### src/rtl/usb_mode_pkg.sv
package usb_mode_pkg;

  typedef enum logic [1:0] {
    EP_CTRL = 2'd0,
    EP_INTR = 2'd1,
    EP_BULK = 2'd2,
    EP_RSVD = 2'd3
  } epKind_t;

  localparam logic [7:0] CMD_SET_MODE = 8'hF3;
  localparam logic [7:0] CMD_SET_CONF = 8'hD8;

  // Bit positions in the NAK-enable vector built from mode bits 6:1.
  localparam int NAK_CTRL_IN  = 0;
  localparam int NAK_CTRL_OUT = 1;
  localparam int NAK_INTR_IN  = 2;
  localparam int NAK_INTR_OUT = 3;
  localparam int NAK_BULK_IN  = 4;
  localparam int NAK_BULK_OUT = 5;
  localparam int NAK_CLASSES  = 6;

  typedef struct packed {
    logic writeMode;
    logic writeConf;
  } regStrobe_t;

endpackage

### src/rtl/usb_mode_ctrl.sv
module usb_mode_ctrl
  import usb_mode_pkg::*;
#(
  parameter int DATA_WAIT = 16
) (
  input  logic       clk,
  input  logic       rstN,
  input  logic       cmdValid,
  input  logic [7:0] cmdCode,
  input  logic       dataValid,
  output regStrobe_t strobe
);

  localparam int CNT_W = (DATA_WAIT > 1) ? $clog2(DATA_WAIT) : 1;
  localparam logic [CNT_W-1:0] LAST_WAIT = CNT_W'(DATA_WAIT - 1);

  typedef enum logic [1:0] {
    S_IDLE,
    S_WAIT_MODE,
    S_WAIT_CONF
  } cmdState_t;

  cmdState_t        state;
  logic [CNT_W-1:0] waitCnt;

  always_ff @(posedge clk) begin
    if (!rstN) begin
      state   <= S_IDLE;
      waitCnt <= '0;
    end else if (cmdValid) begin
      waitCnt <= '0;
      case (cmdCode)
        CMD_SET_MODE: state <= S_WAIT_MODE;
        CMD_SET_CONF: state <= S_WAIT_CONF;
        default:      state <= S_IDLE;
      endcase
    end else if (state != S_IDLE) begin
      if (dataValid || waitCnt == LAST_WAIT) begin
        state   <= S_IDLE;
        waitCnt <= '0;
      end else begin
        waitCnt <= waitCnt + 1'b1;
      end
    end
  end

  always_comb begin
    strobe.writeMode = dataValid && (state == S_WAIT_MODE);
    strobe.writeConf = dataValid && (state == S_WAIT_CONF);
  end

endmodule

### src/rtl/usb_mode_dp.sv
module usb_mode_dp
  import usb_mode_pkg::*;
#(
  parameter int EP_W = 5
) (
  input  logic            clk,
  input  logic            rstN,
  input  regStrobe_t      strobe,
  input  logic [7:0]      dataByte,
  input  logic            busReset,
  input  logic            suspend,
  input  logic            dmaIntOut,
  input  logic            dmaBulkOut,
  input  logic            xferDone,
  input  logic [1:0]      xferType,
  input  logic            xferDirIn,
  input  logic            xferNak,
  input  logic [EP_W-1:0] xferEp,
  output logic            epIrq,
  output logic [EP_W-1:0] epIrqIdx,
  output logic [7:0]      modeByte,
  output logic            configured,
  output logic            clkReq,
  output logic            ledN,
  output logic            respEnable
);

  logic [6:0]             modeReg;
  logic                   confReg;
  logic [NAK_CLASSES-1:0] dmaBlock;
  logic [7:0]             nakAllow;
  logic [2:0]             classIdx;
  epKind_t                kind;
  logic                   kindValid;

  always_ff @(posedge clk) begin
    if (!rstN) begin
      modeReg <= '0;
    end else if (strobe.writeMode) begin
      modeReg <= dataByte[6:0];
    end
  end

  always_ff @(posedge clk) begin
    if (!rstN || busReset) begin
      confReg <= 1'b0;
    end else if (strobe.writeConf) begin
      confReg <= dataByte[0];
    end
  end

  // Only the two OUT classes can be blocked by an active DMA channel.
  for (genvar c = 0; c < NAK_CLASSES; c++) begin : g_dma
    if (c == NAK_INTR_OUT) begin : g_int
      assign dmaBlock[c] = dmaIntOut;
    end else if (c == NAK_BULK_OUT) begin : g_bulk
      assign dmaBlock[c] = dmaBulkOut;
    end else begin : g_none
      assign dmaBlock[c] = 1'b0;
    end
  end

  always_comb begin
    kind      = epKind_t'(xferType);
    kindValid = (kind != EP_RSVD);
    classIdx  = {xferType, ~xferDirIn};
    nakAllow  = {2'b00, modeReg[6:1] & ~dmaBlock};
  end

  assign epIrq      = xferDone && kindValid && (!xferNak || nakAllow[classIdx]);
  assign epIrqIdx   = xferEp;
  assign modeByte   = {1'b0, modeReg};
  assign configured = confReg;
  assign clkReq     = modeReg[0] || !suspend;
  assign ledN       = !(confReg && !suspend);
  assign respEnable = confReg;

endmodule

### src/rtl/usb_mode_qual.sv
module usb_mode_qual
  import usb_mode_pkg::*;
#(
  parameter int EP_W      = 5,
  parameter int DATA_WAIT = 16
) (
  input  logic            clk,
  input  logic            rstN,
  input  logic            cmdValid,
  input  logic [7:0]      cmdCode,
  input  logic            dataValid,
  input  logic [7:0]      dataByte,
  input  logic            busReset,
  input  logic            suspend,
  input  logic            dmaIntOut,
  input  logic            dmaBulkOut,
  input  logic            xferDone,
  input  logic [1:0]      xferType,
  input  logic            xferDirIn,
  input  logic            xferNak,
  input  logic [EP_W-1:0] xferEp,
  output logic            epIrq,
  output logic [EP_W-1:0] epIrqIdx,
  output logic [7:0]      modeByte,
  output logic            configured,
  output logic            clkReq,
  output logic            ledN,
  output logic            respEnable
);

  regStrobe_t strobe;

  usb_mode_ctrl #(.DATA_WAIT(DATA_WAIT)) u_ctrl (
    .clk       (clk),
    .rstN      (rstN),
    .cmdValid  (cmdValid),
    .cmdCode   (cmdCode),
    .dataValid (dataValid),
    .strobe    (strobe)
  );

  usb_mode_dp #(.EP_W(EP_W)) u_dp (
    .clk        (clk),
    .rstN       (rstN),
    .strobe     (strobe),
    .dataByte   (dataByte),
    .busReset   (busReset),
    .suspend    (suspend),
    .dmaIntOut  (dmaIntOut),
    .dmaBulkOut (dmaBulkOut),
    .xferDone   (xferDone),
    .xferType   (xferType),
    .xferDirIn  (xferDirIn),
    .xferNak    (xferNak),
    .xferEp     (xferEp),
    .epIrq      (epIrq),
    .epIrqIdx   (epIrqIdx),
    .modeByte   (modeByte),
    .configured (configured),
    .clkReq     (clkReq),
    .ledN       (ledN),
    .respEnable (respEnable)
  );

endmodule

### config.mk
export PLATFORM = sky130hd
export DESIGN_NAME = usb_mode_qual
export DESIGN_NICKNAME = d
export VERILOG_FILES = /design/src/rtl/usb_mode_pkg.sv /design/src/rtl/usb_mode_ctrl.sv /design/src/rtl/usb_mode_dp.sv /design/src/rtl/usb_mode_qual.sv
export SDC_FILE = /design/constraint.sdc
export NUM_CORES = 1
export LEC_CHECK = 0
export ABC_AREA = 1
export BUFFER_PORTS_ARGS = -buffer_cell sky130_fd_sc_hd__buf_2
export CORE_UTILIZATION = 37
export DETAILED_ROUTE_END_ITERATION = 12
export HOLD_SLACK_MARGIN = 0.02
export PLACE_DENSITY = 0.75
export SYNTH_ARGS = -nofsm -noshare
export SYNTH_HDL_FRONTEND = slang
export SYNTH_HIERARCHICAL = 1
export SYNTH_SLANG_ARGS = --single-unit
### constraint.sdc
create_clock -name clk -period 1.5 [get_ports clk]
set_clock_uncertainty 0.1 [all_clocks]
set_input_delay 0.15 -clock clk [delete_from_list [all_inputs] [get_ports clk]]
set_output_delay 0.15 -clock clk [all_outputs]
set_load 0.01 [all_outputs]
== After elaboration in Yosys (flattened, before gate mapping) ==
Cells that the tools add are included.
W data, S select, Z words.

* Add/subtract/negate cells: 1
* Magnitude comparators: 1
* Eq/ne operators: 6
* Multiplexer cells: 7
* Bitwise operators: 4
* Reductions and logical operators: 18

{| class="wikitable"
|+ Operators by type and width
! cell !! count
|-
| $eq A8 B8 Y1 const B || 2
|-
| $and A6 B6 Y6 || 1
|-
| $mux W2 || 3
|-
| $not A6 Y6 || 1
|-
| $reduce_bool A2 Y1 || 3
|-
| $logic_and A1 B1 Y1 || 5
|-
| $add A4 B1 Y4 const B || 1
|-
| $eq A4 B4 Y1 const B || 1
|-
| $logic_not A1 Y1 || 4
|-
| $logic_or A1 B1 Y1 || 4
|-
| $lt A3 B4 Y1 const B || 1
|-
| $mux W4 || 1
|-
| $pmux W2 S2 || 1
|-
| $bmux W1 S3 || 1
|-
| $eq A2 B1 Y1 const B || 1
|-
| $eq A2 B2 Y1 const B || 1
|-
| $ne A2 B2 Y1 const B || 1
|-
| $not A1 Y1 || 2
|-
| $reduce_and A2 Y1 || 1
|-
| $reduce_or A2 Y1 || 1
|-
| $mux W1 || 1
|}

* Register bits after elaboration: 14
* Bits of input ports: 34
* Logic and storage cells: 41

== Logic depth before layout (Yosys ltp) ==
* Word-level depth: 6
* Depth in mapped cells: 6

== Hierarchy ==
The synthesis kept the hierarchy.

{| class="wikitable"
|+ Modules (own cells, without submodules)
! module !! instances !! cells an instance !! area an instance (um^2) !! sequential area each (um^2)
|-
| usb_mode_dp || 1 || 60 || 429.2 || 160.2
|-
| usb_mode_ctrl || 1 || 57 || 370.4 || 120.1
|}

== Worst setup path after synthesis ==
No wires, ideal clock.

* Path kind: flip-flop to flip-flop
* Start: reg u_ctrl.state[0]
* End: reg u_dp.modeReg[6]
* Arrival: 1.185 ns
* Required time: 1.284 ns
* Slack: 0.099 ns
* Stages on the path, launching flop included: 6
* Buffers on the path: 0
* Cells stage by stage: dfxtp_1 > inv_1 > nor3_1 > inv_1 > nor2_1 > nor2_1

{| class="wikitable"
|+ RTL lines
! what !! line !! source
|-
| start: declaration || usb_mode_ctrl.sv:23 || <nowiki>cmdState_t state;</nowiki>
|-
| start signal: assignment || usb_mode_ctrl.sv:28 || <nowiki>state <= S_IDLE;</nowiki>
|-
| start signal: assignment || usb_mode_ctrl.sv:33 || <nowiki>CMD_SET_MODE: state <= S_WAIT_MODE;</nowiki>
|-
| start signal: assignment || usb_mode_ctrl.sv:34 || <nowiki>CMD_SET_CONF: state <= S_WAIT_CONF;</nowiki>
|-
| end signal: assignment || usb_mode_dp.sv:40 || <nowiki>modeReg <= dataByte[6:0];</nowiki>
|-
| end: declaration || usb_mode_dp.sv:28 || <nowiki>logic [6:0] modeReg;</nowiki>
|}

== Worst setup path in the final report ==
* Start: reg u_dp.modeReg[6]
* End: out epIrq

* Word-level cells in the longest chain between the ends: 5

{| class="wikitable"
|+ Ends and longest elaborated chain
! what !! line !! source
|-
| $and A6 B6 Y6 || usb_mode_dp.sv:67 || <nowiki>nakAllow = {2'b00, modeReg[6:1] & ~dmaBlock};</nowiki>
|-
| $bmux W1 S3 || usb_mode_dp.sv:70 || <nowiki>assign epIrq = xferDone && kindValid && (!xferNak || nakAllow[classIdx]);</nowiki>
|-
| $mux W1 (not written as such) || usb_mode_dp.sv:70 ||
|-
| $logic_or A1 B1 Y1 || usb_mode_dp.sv:70 ||
|-
| $logic_and A1 B1 Y1 || usb_mode_dp.sv:70 ||
|-
| end: declaration || usb_mode_qual.sv:22 || <nowiki>output logic epIrq,</nowiki>
|}

No other way between the ends. The select of a mux whose other input is x is not followed.

==> flow_summary.json <==
{
  "max_cap_viol_count": 0,
  "crit_chain": "nand3_1 > nand2_1 > nand3_2 > a21oi_2 > buf_2",
  "p_leak_nw": 0.5568,
  "period_share": 0.9363,
  "grt_pass1_vias": 831,
  "gr-total-overflow": 0,
  "nNetsFinal": 198,
  "port_buffers": 39,
  "drt_pass1_iterations": 4,
  "outcome": "complete, no violations",
  "setup_tns_ps": 0,
  "crit_fanout": 3,
  "num_antenna_cells": 0,
  "min_to": "u_ctrl/state[0]$_SDFFE_PN0P_",
  "cts_resized": 0,
  "grt_max_degree": 11,
  "synth_common_cells": "22 x nor2_1, 18 x nand2_1, 14 x dfxtp_1",
  "yosys_warnings": 6,
  "power_w": 0.0007512,
  "setup_viol": 0,
  "io_pins": 52,
  "drive_above_1_share": 0.3395,
  "rows": 16,
  "peakVddDrop_mv": 0.4439,
  "synth_area_per_cell_um2": 6.833,
  "core_area_um2": 2002,
  "rr_startpoint": "u_ctrl/state[0]$_SDFFE_PN0P_",
  "vias_per_cell": 4.741,
  "start_kind": "register",
  "clk_path_buf_depth": 2,
  "crit_type": "reg2out",
  "cts_tree": "done",
  "synth.distinct_cells": 23,
  "fin_crit_ps": 1404,
  "rsz0062_at_grt": "false",
  "yosysTopAreaCell": "dfxtp_1",
  "reg2reg_to": "u_dp/modeReg[2]$_SDFFE_PN0P_",
  "grt_pass1_wl_um": 3381,
  "place_area_um2": 983.4,
  "hp-class": "in2reg",
  "antenna_found_initial": 0,
  "gp_congestion": 0.7452,
  "ff2ff_setup_slack_ps": 180,
  "synth_edf_count": 0,
  "synth_area_leaders": "dfxtp_1 35%, nor2_1 10%, nand2_1 8.5%, buf_4 6.6%, inv_1 6.1%",
  "synthArstFlopShare": 0,
  "die_h_um": 48.49,
  "die_area_um2": 2351,
  "max_stage_delay_ps": 370,
  "routed_wl_um": 2039,
  "worstPathArrival_ps": 1150,
  "routedWlPerCell_um": 10.79,
  "ys.flop_type": "dfxtp_1",
  "remaining_drc_errors": 0,
  "p_per_area_nw_per_um2": 683.1,
  "slowest_stage": "dfxtp_1",
  "ff2ff_path_depth": 5,
  "syn_area_um2": 799.5,
  "synth.top_cell.area_share": 0.3505,
  "ant_nets": 0,
  "vias": 896,
  "htreeDepth": 1,
  "synth_cells": 117,
  "ys_seq_area_frac": 0.3505,
  "postCtsSetupRepairBufs": 0,
  "hold_viol": 0,
  "cts-root-buf": "clkbuf_4",
  "area_growth_pct": 37.56,
  "clkLatencyLatePin_ps": 280,
  "ys_ff_latch": 14,
  "required_ps": 1250,
  "start_util": 0.3994,
  "max_freq_mhz": 712.0,
  "clkTransAtPathRegs_ps": 90,
  "cts_hold_buf": 8,
  "cts_buffers": 3,
  "track_usage": 0.1789,
  "initialDrtViolationCount": 27,
  "synth.most_common_cell": "nor2_1",
  "synth_nets": 152,
  "slew_violations": 0,
  "min_from": "cmdCode[3]",
  "crit_path_end_kind": "output pin",
  "hold_depth": 4,
  "chipWidth_um": 48.49,
  "nFillCells": 196,
  "clock_sinks": 14,
  "postLayoutCellArea_um2": 1100,
  "dp_hpwl_um": 1460
}
## cells by family after synthesis
logic type / synth area share
and+or+nand+nor: 0.3631
buffers and inverters: 0.1362
AOI/OAI and AO/OA: 0.1174
DFF: 0.3505
muxes: 0.01252
adders and majority gates: 0.01565
other: 0.004690
## how the worst max path moves through the flow
stage / startpoint / to / slack [ps]
after floorplan: u_ctrl/state[0]$_SDFFE_PN0P_ / u_dp/modeReg[6]$_SDFFE_PN0P_ / 100
after global placement: u_ctrl/state[0]$_SDFFE_PN0P_ / u_dp/modeReg[4]$_SDFFE_PN0P_ / 290
after detailed placement: u_ctrl/state[0]$_SDFFE_PN0P_ / u_dp/modeReg[5]$_SDFFE_PN0P_ / 250
after CTS: u_dp/modeReg[6]$_SDFFE_PN0P_ / epIrq / 110
after global routing: u_dp/modeReg[6]$_SDFFE_PN0P_ / epIrq / 20
final: u_dp/modeReg[6]$_SDFFE_PN0P_ / epIrq / 100
## final cells by class
type | count | area (um^2) | share of cell area
inverters | 15 | 56.30 | 0.05119
well taps | 27 | 33.78 | 0.03072
flip-flops and latches | 14 | 280.3 | 0.2548
multi-input cells | 81 | 410.4 | 0.3732
clock buffers | 4 | 36.28 | 0.03299
repair buffers | 48 | 282.8 | 0.2571
## report_power, final
group | leakage [nW] | internal [W] | total (W) | switching (W)
Combinational | 0.423 | 0.0000533 | 0.0000988 | 0.0000455
Clock | 0.0210 | 0.000148 | 0.000281 | 0.000133
Sequential | 0.113 | 0.000372 | 0.000372 | 0.000000290
## through the flow
stage               std cells  hold WS (ps)    util  worst slack (ps)
floorplan                 117         126.1       -             99.44
global placement          177         200.1  0.4913             287.7
detailed placement        177         200.1  0.4913             246.4
CTS                       189         52.62  0.5494             107.5
global route              189         87.19  0.5494             16.03
finish                    189         53.14  0.5494             95.59
## sequential cells by signal, summed over array words and instances (netlist names)
name / count
u_dp/modeReg: 7
u_ctrl/waitCnt: 4
u_ctrl/state: 2
u_dp/configured: 1
## metal layers
| layer | routed length (um) | global-route usage | vias to the layer above |
|---|---|---|---|
| li1 | - | - | 453 |
| met1 | 824 | 0.1946 | 407 |
| met2 | 1081 | 0.3474 | 32 |
| met3 | 126 | 0.02201 | 4 |
| met4 | 7 | 0.06863 | 0 |
| met5 | 0 | 0 | - |
## worst max-delay path, delay by kind of cell (launching register included)
family          cells  cell delay, ps
compound gates      1             110
buf+inv             1             130
flops               1             370
simple gates        3             260
## layout by cell type, fill, tap and decap left out, drive strengths merged, types with 2 or more instances in the layout
cell type	synthesis	layout
nand2	20	20
inv	15	15
nand3b	2	2
nor2	23	23
buf	7	40
dlygate4sd3	0	8
nand3	9	9
or2	3	3
clkbuf	0	4
a21oi	6	6
dfxtp	14	14
o21ai	9	9
nor3	4	4
Note: power is estimated with default switching activity, not from simulation.
